## config.mk

```make
export PLATFORM = sky130hd
export DESIGN_NAME = elem_extract_unit
export DESIGN_NICKNAME = d
export VERILOG_FILES = /design/src/rtl/elx_pkg.sv /design/src/rtl/elx_decode.sv /design/src/rtl/elx_select.sv /design/src/rtl/elx_outreg.sv /design/src/rtl/elem_extract_unit.sv
export SDC_FILE = /design/constraint.sdc
export NUM_CORES = 1
export LEC_CHECK = 0
export BUFFER_PORTS_ARGS = -buffer_cell sky130_fd_sc_hd__buf_2
export CAP_MARGIN = 20
export CORE_UTILIZATION = 25
export DETAILED_ROUTE_END_ITERATION = 16
export SLEW_MARGIN = 40
export SYNTH_ARGS = -nofsm -noshare
export SYNTH_HDL_FRONTEND = slang
export SYNTH_HIERARCHICAL = 1
export SYNTH_SLANG_ARGS = --single-unit
```

## constraint.sdc

```tcl
create_clock -name clk -period 3.26 [get_ports clk]
set_input_delay 0.326 -clock clk [delete_from_list [all_inputs] [get_ports clk]]
set_output_delay 0.326 -clock clk [all_outputs]
set_load 0.02 [all_outputs]
```

## src/rtl/elx_pkg.sv

```systemverilog
// Package: shared constants and the decoded-request record for the
// element extractor. Assumes the fixed 32-bit instruction layout.
package elx_pkg;
    localparam int INSTR_W = 32;
    localparam int REG_W   = 5;
    localparam int IMM_W   = 5;
    localparam int SZ_W    = 2;
    localparam int NSIZES  = 4;
    // Fixed opcode bits: 31, 29, 28..21, 15, 14..10
    localparam logic [INSTR_W-1:0] OPC_MASK = 32'hBFE0_FC00;
    localparam logic [INSTR_W-1:0] OPC_VAL  = 32'h0E00_3C00;

    typedef struct packed {
        logic             match;
        logic             undef;
        logic             wide;
        logic [SZ_W-1:0]  size;
        logic [3:0]       index;
        logic [REG_W-1:0] rd;
        logic [REG_W-1:0] rn;
    } dec_t;
endpackage

```

## src/rtl/elx_decode.sv

```systemverilog
// Module: instruction decoder. Checks the opcode bits, derives the size
// code and element index from the immediate, and flags undefined forms.
// Assumes the instruction layout fixed in elx_pkg.
module elx_decode
    import elx_pkg::*;
(
    input  logic [INSTR_W-1:0] instr,
    output dec_t               dec
);
    logic [IMM_W-1:0] imm;
    logic             q_bit;
    logic [SZ_W-1:0]  sz;
    logic [3:0]       idx;
    logic             match;
    logic             bad;

    assign imm   = instr[20:16];
    assign q_bit = instr[30];
    assign match = ((instr & OPC_MASK) == OPC_VAL);

    // Size code: position of the lowest set bit in imm[3:0]
    always_comb begin
        if (imm[0])      sz = 2'd0;
        else if (imm[1]) sz = 2'd1;
        else if (imm[2]) sz = 2'd2;
        else             sz = 2'd3;
    end

    // Index: immediate bits above the size marker
    always_comb begin
        unique case (sz)
            2'd0:    idx = imm[4:1];
            2'd1:    idx = {1'b0, imm[4:2]};
            2'd2:    idx = {2'b0, imm[4:3]};
            default: idx = {3'b0, imm[4]};
        endcase
    end

    // Undefined: empty size field or Q disagreeing with element size
    always_comb begin
        bad = (imm[3:0] == 4'b0000)
            || (q_bit && (sz != 2'd3))
            || (!q_bit && (sz == 2'd3));
    end

    // Pack the decoded record
    always_comb begin
        dec.match = match;
        dec.undef = match && bad;
        dec.wide  = q_bit;
        dec.size  = sz;
        dec.index = idx;
        dec.rd    = instr[4:0];
        dec.rn    = instr[9:5];
    end
endmodule

```

## src/rtl/elx_select.sv

```systemverilog
// Module: element selector. Builds one zero-extended candidate per
// element size and picks the one named by the size code. Assumes the
// vector width is a multiple of the widest element (64 bits).
module elx_select
    import elx_pkg::*;
#(
    parameter int VEC_W = 128,
    parameter int RES_W = 64,
    localparam int IDX_W = $clog2(VEC_W / 8)
) (
    input  logic [VEC_W-1:0] vec,
    input  logic [SZ_W-1:0]  size,
    input  logic [IDX_W-1:0] index,
    output logic [RES_W-1:0] elem
);
    logic [RES_W-1:0] cand [NSIZES];

    for (genvar s = 0; s < NSIZES; s++) begin : g_size
        localparam int EW  = 8 << s;
        localparam int NE  = VEC_W / EW;
        localparam int IW  = (NE > 1) ? $clog2(NE) : 1;
        logic [IW-1:0] sub;
        logic [EW-1:0] piece;
        assign sub = index[IW-1:0];
        // Slice the element of this width at the indexed position
        always_comb begin
            piece   = vec[sub*EW +: EW];
            cand[s] = RES_W'(piece);
        end
    end

    // Pick the candidate of the decoded size
    always_comb begin
        elem = cand[size];
    end
endmodule

```

## src/rtl/elx_outreg.sv

```systemverilog
// Module: output register stage. valid_out follows valid_in by one
// cycle; payload loads only on an accepted request. Synchronous
// active-low reset clears the stage.
module elx_outreg
    import elx_pkg::*;
#(
    parameter int RES_W = 64
) (
    input  logic             clk,
    input  logic             rst_n,
    input  logic             valid_in,
    input  logic [REG_W-1:0] rd_d,
    input  logic [REG_W-1:0] rn_d,
    input  logic             is64_d,
    input  logic [RES_W-1:0] result_d,
    input  logic             undef_d,
    input  logic             disabled_d,
    input  logic             nomatch_d,
    output logic             valid_out,
    output logic [REG_W-1:0] rd,
    output logic [REG_W-1:0] rn,
    output logic             is64,
    output logic [RES_W-1:0] result,
    output logic             undef,
    output logic             disabled,
    output logic             nomatch
);
    // Valid flag pipeline
    always_ff @(posedge clk) begin
        if (!rst_n) valid_out <= 1'b0;
        else        valid_out <= valid_in;
    end

    // Payload capture on accepted requests
    always_ff @(posedge clk) begin
        if (!rst_n) begin
            rd       <= '0;
            rn       <= '0;
            is64     <= 1'b0;
            result   <= '0;
            undef    <= 1'b0;
            disabled <= 1'b0;
            nomatch  <= 1'b0;
        end else if (valid_in) begin
            rd       <= rd_d;
            rn       <= rn_d;
            is64     <= is64_d;
            result   <= result_d;
            undef    <= undef_d;
            disabled <= disabled_d;
            nomatch  <= nomatch_d;
        end
    end
endmodule

```

## src/rtl/elem_extract_unit.sv

```systemverilog
// Module: top of the vector-element-to-scalar extractor. Decodes the
// word, checks enables, selects and zero-extends the element, and
// registers the response. Assumes one request per cycle, no stall.
module elem_extract_unit
    import elx_pkg::*;
#(
    parameter int VEC_W = 128,
    parameter int RES_W = 64
) (
    input  logic               clk,
    input  logic               rst_n,
    input  logic               valid_in,
    input  logic [INSTR_W-1:0] instr,
    input  logic [VEC_W-1:0]   vec,
    input  logic               fp_en,
    input  logic               simd_en,
    output logic               valid_out,
    output logic [REG_W-1:0]   rd,
    output logic [REG_W-1:0]   rn,
    output logic               is64,
    output logic [RES_W-1:0]   result,
    output logic               undef,
    output logic               disabled,
    output logic               nomatch
);
    localparam int IDX_W = $clog2(VEC_W / 8);

    dec_t             dec;
    logic [RES_W-1:0] elem;
    logic [RES_W-1:0] res_d;
    logic             dis_d;
    logic             allowed;

    elx_decode u_dec (
        .instr (instr),
        .dec   (dec)
    );

    elx_select #(.VEC_W(VEC_W), .RES_W(RES_W)) u_sel (
        .vec   (vec),
        .size  (dec.size),
        .index (dec.index[IDX_W-1:0]),
        .elem  (elem)
    );

    // Enable rule: index 0 needs fp only, others need fp and simd
    always_comb begin
        allowed = fp_en && ((dec.index == '0) || simd_en);
        dis_d   = dec.match && !dec.undef && !allowed;
    end

    // Result gating: zero on no-match, undefined or disabled
    always_comb begin
        if (!dec.match || dec.undef || dis_d) res_d = '0;
        else                                  res_d = elem;
    end

    elx_outreg #(.RES_W(RES_W)) u_out (
        .clk        (clk),
        .rst_n      (rst_n),
        .valid_in   (valid_in),
        .rd_d       (dec.rd),
        .rn_d       (dec.rn),
        .is64_d     (dec.wide),
        .result_d   (res_d),
        .undef_d    (dec.undef),
        .disabled_d (dis_d),
        .nomatch_d  (!dec.match),
        .valid_out  (valid_out),
        .rd         (rd),
        .rn         (rn),
        .is64       (is64),
        .result     (result),
        .undef      (undef),
        .disabled   (disabled),
        .nomatch    (nomatch)
    );
endmodule

```

==> results.yml, run 1 <==
timing:
  min_period_ns: 2.83
  setup-violations-final: 0
  hold_viol: 0
  relSlewSlack_pct: 51.7
  grt_setup_unrepaired: "false"
  tns_ns: 0
  fin_hold_ws_ns: 0.224
  period_share_pct: 86.8
  worst_pin_slew_ns: 0.725
  fmax_mhz: 353
  finalClockSkew_ns: 0
  maxSlewViolCount: 0
setup_path:
  critPathMaxFanout: 50
  worstPathRequired_ns: 3.55
  end_kind: "flip-flop"
  crit_chain: "buf_2 > inv_1 > o31ai_4 > buf_12 > a21oi_1 > a221oi_1 > o32ai_1 > a2bb2oi_1 > nand2_1 > a2111oi_2 > mux2i_1 > nor2b_1"
  r2r_cells: 2
  cp_num_buf_inv: 3
  timing.rr.end: "u_out/result[10]"
  reg2reg_from: "u_out/result[10]"
  critPathArrivalTime_ns: 3.12
  max_stage_delay_ns: 0.62
  cp_slowest_cell: "o31ai_4"
  crit_family: "compound AO/OA/AOI/OAI gates"
  startpoint_type: "primary input"
  cp.depth: 12
  critical_path_class: "primary input to flip-flop"
  reg2reg_slack_ns: 2.55
synth:
  synth_top_family_by_area: "multiplexers"
  synth-edff-count: 0
  yosysUniqueCellTypes: 57
  synth_compound_area_share_pct: 22.0
  synth_fp_nets: 1120
  synthAdderAreaFrac_pct: 0
  synthFlopType: "dfxtp_1"
  synth_xor_area_share_pct: 0
  mappedNetlistArea_um2: 8750
  ys_seq_area_share_pct: 18.1
  syn_inst: 955
  yosys_warnings: 6
  syn_avg_cell_area_um2: 9.17
  yosys.area_share.simple_pct: 17.8
  muxShareOfSynthArea_pct: 33.6
  ys_ff_latch: 79
  async_reset_ff_share_pct: 0
global_route:
  grt_pass1_vias: 8403
  grt_overflow: 0
  grt_max_degree: 80
  grt_util_all_layers_pct: 20.1
  grt_pass1_wl_um: 54500
  antenna_found_initial: 12
power_and_ir_drop:
  p_per_area_nw_per_um2: 298
  irDropWorstVdd_mv: 0.207
  power.total_w: 0.00324
  leakage_nw: 4.37
hold_path:
  min_to: "u_out/rn[0]"
  hold_start: "instr[5]"
  hold_depth: 3
  hp-class: "primary input to flip-flop"
cells_and_area:
  layout_commonest_cell: "buf_2"
  area_growth_pct: 24.2
  layout-drive-gt1-share_pct: 40.9
  final_cell_mix: "242 x buf_2, 146 x nand2_1, 132 x mux2i_1"
  nNetsFinal: 1322
die:
  die_h_um: 189
  fp.dieArea_um2: 35800
  placementRows: 68
  initial_core_util_pct: 25.4
  io_pins: 244
  die_w_um: 189
  core_um2: 34500
clock_network:
  clk_latency_ns: 0.35
  cts_tree: "built"
  clock_path_buffers: 2
  cts.clk_slew.worst_paths_ns: 0.08
  hold_buffers: 0
  clock-sinks: 79
  htreeDepth: 3
  post_cts_buffers: 0
  cts_root_buf: "clkbuf_16"
  ctsResizeCount: 0
  cts_buffers: 9
routing:
  first_pass_iters: 5
  detailroute.via_count: 8685
  wire_per_inst_um: 22.5
  routed_wl_um: 36600
  ant_nets: 0
  viasPerCell: 5.35
  drtIter0Drc: 754
  drc: 0
placed_design:
  port_buffers: 243
  hpwl_um: 28200
  gp_congestion: 0.902
run:
  maxCapViolations: 0
run_status:
  outcome: "finished, final reports clean"
[cells by family after synthesis]
family	after synthesis
buf+inv	130
simple gates	328
compound gates	206
mux	212
flops	79
[power by group]
part	switching (W)	total, W	leakage, nW	internal [W]
combinational	0.000657	0.00122	3.59	0.000560
clock	0.000502	0.00104	0.143	0.000542
sequential	0.00000455	0.000978	0.639	0.000974
[worst max-delay path by stage]
stage,start,end,slack [ns]
6_report,instr[17],u_out/result[7],0.43
5_1_grt,instr[17],u_out/result[7],0.20
4_1_cts,instr[17],u_out/result[7],0.43
3_5_place_dp,instr[17],u_out/result[7],0.06
3_3_place_gp,instr[16],u_out/result[7],0.08
2_1_floorplan,instr[16],u_out/result[7],0.58
[stage by stage]
stage / utilization, % / setup WS [ns] / cells / cell area [um^2]
5_1_grt: 31.5 / 0.199 / 1621 / 10900
6_report: 31.6 / 0.430 / 1624 / 10900
3_5_place_dp: 30.7 / 0.0577 / 1601 / 10600
4_1_cts: 31.5 / 0.433 / 1617 / 10900
2_1_floorplan: - / 0.580 / 955 / 8750
3_3_place_gp: 30.7 / 0.0761 / 1601 / 10600
[per-layer routing]
layer / share of wire, % / up-vias / global-route usage [%]
met5: 0.19 / - / 0
met1: 40 / 4191 / 24.9
met2: 47 / 447 / 33.5
met3: 9.7 / 56 / 5.63
li1: - / 3981 / -
met4: 3.0 / 10 / 6.76
[final cells by class]
type,count,area [um^2]
well taps,455,569
clock inverters,7,67.6
clock buffers,9,225
repair buffers,312,1900
fillers,3632,23600
inverters,9,36.3
flip-flops and latches,79,1580
diodes,7,17.5
multi-input cells,746,6470
[synth_stat cells (10+ instances only)]
library cell,n,share of area (%)
mux2i_1,132,15
a2111oi_2,42,7.2
nor2b_1,82,5.9
buf_2,21,1.2
clkbuf_1,43,1.8
a2111oi_0,14,1.4
nor2_1,55,2.4
nand2b_1,13,0.93
nand2_1,146,6.3
mux2_2,16,2.1
o21ai_1,10,0.57
a21oi_1,46,2.6
buf_6,10,1.3
buf_1,12,0.51
nand3_1,11,0.63
o21ai_0,17,0.97
mux4_2,64,16
buf_4,33,2.8
dfxtp_1,79,18
[worst min-delay path: cells and delay by family]
kind                   cells  cell delay, ns
buffers and inverters      1            0.07
AND/OR/NAND/NOR            1            0.10
multiplexers               1            0.05
[sequential cells by signal, indices dropped and copies added (netlist names)]
signal,count
u_out/result,64
u_out/rd,5
u_out/rn,5
u_out/disabled,1
u_out/is64,1
u_out/nomatch,1
u_out/undef,1
u_out/valid_out,1
Power figures use the tool's default switching activity.
==> run 2, diff against run 1 <==
CORE_UTILIZATION = 37   (was 25)
==> run 2 against run 1 <==
Count of clock-buffer cells in the layout is 2 higher. Via count is 0.35% lower. First-iteration DRC count down 3.2%. Non-clock buffer count shrank 14. Sequential power about the same. Cell count fell by 10%. Hold slack improved by 0.016 ns. Sequential cell count did not move. Fmax rose by 2.1%. Total power decreased by 0.41%. Combinational power about the same. Final area is 2.7% lower. Largest power group unchanged. Highest routed layer is now met4.
==> results.yml, run 2 (synthesis results as in run 1) <==
routing:
  ant_nets: 0
  routed_wl_um: 32900
  viasPerCell: 5.92
  drc: 0
  first_pass_iters: 5
  detailroute.via_count: 8655
  drtIter0Drc: 730
  wire_per_inst_um: 22.5
setup_path:
  critical_path_class: "primary input to flip-flop"
  setup.worst_path.start: "instr[20]"
  timing.rr.end: "u_out/result[31]"
  reg2reg_from: "u_out/result[31]"
  end_kind: "flip-flop"
  crit_end: "u_out/result[2]"
  reg2reg_slack_ns: 2.49
  startpoint_type: "primary input"
  critPathArrivalTime_ns: 3.05
  worstPathRequired_ns: 3.54
  critPathMaxFanout: 15
  r2r_cells: 2
global_route:
  grtUsageMet3_pct: 5.28
  grt_util_all_layers_pct: 26.9
  grt_pass1_wl_um: 49800
  grt_max_degree: 65
  top_usage_layer: "met2"
  grt_pass1_vias: 8294
  grt_use_met2_pct: 43.3
  met1_usage_pct: 35.5
  antenna_found_initial: 0
  grt_overflow: 0
clock_network:
  htreeDepth: 3
  cts_root_buf: "clkbuf_16"
  hold_buffers: 0
  cts_buffers: 9
  clock-sinks: 79
  clk_latency_ns: 0.34
  cts.clk_slew.worst_paths_ns: 0.07
  post_cts_buffers: 0
  clock_path_buffers: 2
  ctsResizeCount: 0
  cts_tree: "built"
die:
  initial_core_util_pct: 38.2
  die_w_um: 156
  placementRows: 55
  die_h_um: 156
  io_pins: 244
  core_um2: 22900
  fp.dieArea_um2: 24300
placed_design:
  gp_congestion: 0.909
  place_ws_ns: 0.205
  hpwl_um: 24600
  port_buffers: 243
power_and_ir_drop:
  leakage_nw: 4.31
  switchingPower_w: 0.00109
  p_seq_share_pct: 30.4
  power.total_w: 0.00323
  switching_share_pct: 33.8
  p_per_area_nw_per_um2: 305
  irDropWorstVdd_mv: 0.286
  combPwrFrac_pct: 36.9
  intPower_w: 0.00214
  clock_power_share_pct: 32.8
timing:
  fin_hold_ws_ns: 0.240
  fmax_mhz: 361
  period_share_pct: 85.1
  tns_ns: 0
  maxSlewViolCount: 0
  hold_viol: 0
  setup-violations-final: 0
  min_period_ns: 2.77
  grt_setup_unrepaired: "false"
  finalWorstSetupSlack_ns: 0.487
  worst_pin_slew_ns: 0.688
  relSlewSlack_pct: 53.0
  finalClockSkew_ns: 0
cells_and_area:
  multiInputGateArea_um2: 6470
  final_cell_mix: "242 x buf_2, 146 x nand2_1, 132 x mux2i_1"
  top_register: "u_out/result"
  layout_commonest_cell: "buf_2"
  reg.largest.list: "u_out/result x64, u_out/rd x5, u_out/rn x5"
  layout-drive-gt1-share_pct: 40.1
  seq_area_um2: 1580
  num_antenna_cells: 0
  area_growth_pct: 20.8
  fin_util_pct: 46.1
  nNetsFinal: 1308
  largest_reg_flops: 64
  fillers: 2302
run_status:
  outcome: "finished, final reports clean"
hold_path:
  hp-class: "primary input to flip-flop"
run:
  maxCapViolations: 0
-- run 2: changes by cell type in the layout (fill, tap and decap cells not counted), sizes merged --
cell	change
buf	-14
bufinv	+1
clkbuf	+2
clkinv	+3
clkinvlp	-1
diode	-7
inv	-5
-- run 2: worst min-delay path by stage --
stage                     start               end  slack, ns  cells after the start
5_1_grt                instr[2]       u_out/rd[2]       0.26                      3
3_5_place_dp   u_out/result[14]  u_out/result[14]       0.50                      2
2_1_floorplan          instr[0]       u_out/rd[0]       0.58                      3
3_3_place_gp        u_out/rd[4]       u_out/rd[4]       0.49                      2
4_1_cts                instr[1]       u_out/rd[1]       0.23                      3
6_report               instr[1]       u_out/rd[1]       0.24                      3
-- run 2: layer usage --
layer	part of all wire (%)	routed length [um]
met1	42	14000
met4	3.3	1090
met5	0	0
met2	46	15000
met3	8.5	2800
-- run 2: critical path, cell delays in order --
cell	delay, ns
buf_2	0.11
nor2b_1	0.13
o21ai_0	0.29
o31ai_4	0.18
buf_4	0.25
mux4_2	0.35
mux2i_1	0.07
o211ai_1	0.17
a221o_1	0.20
nand2_1	0.07
a2111oi_0	0.64
mux2i_1	0.16
nor2b_1	0.13
-- run 2: stage by stage --
stage | instance area (um^2) | instances
detailed placement | 10300 | 1445
global route | 10600 | 1461
CTS | 10600 | 1461
finish | 10600 | 1461
floorplan | 8750 | 955
global placement | 10300 | 1445
-- run 2: power by group through the flow --
stage	Sequential [W]	Combinational, W	Clock [W]
floorplan	0.00101	0.000804	0
global placement	0.00100	0.00116	0
detailed placement	0.00100	0.00117	0
CTS	0.000979	0.00118	0.00108
global route	0.000979	0.00127	0.00113
finish	0.000979	0.00119	0.00106
-- run 2: layout make-up --
cell class / instances / area share (%)
clock buffer: 11 / 2.30
clock inverter: 5 / 0.615
inverter: 9 / 0.343
multi-input combinational: 746 / 61.2
sequential: 79 / 15.0
tap: 313 / 3.70
timing repair buffer: 298 / 16.9
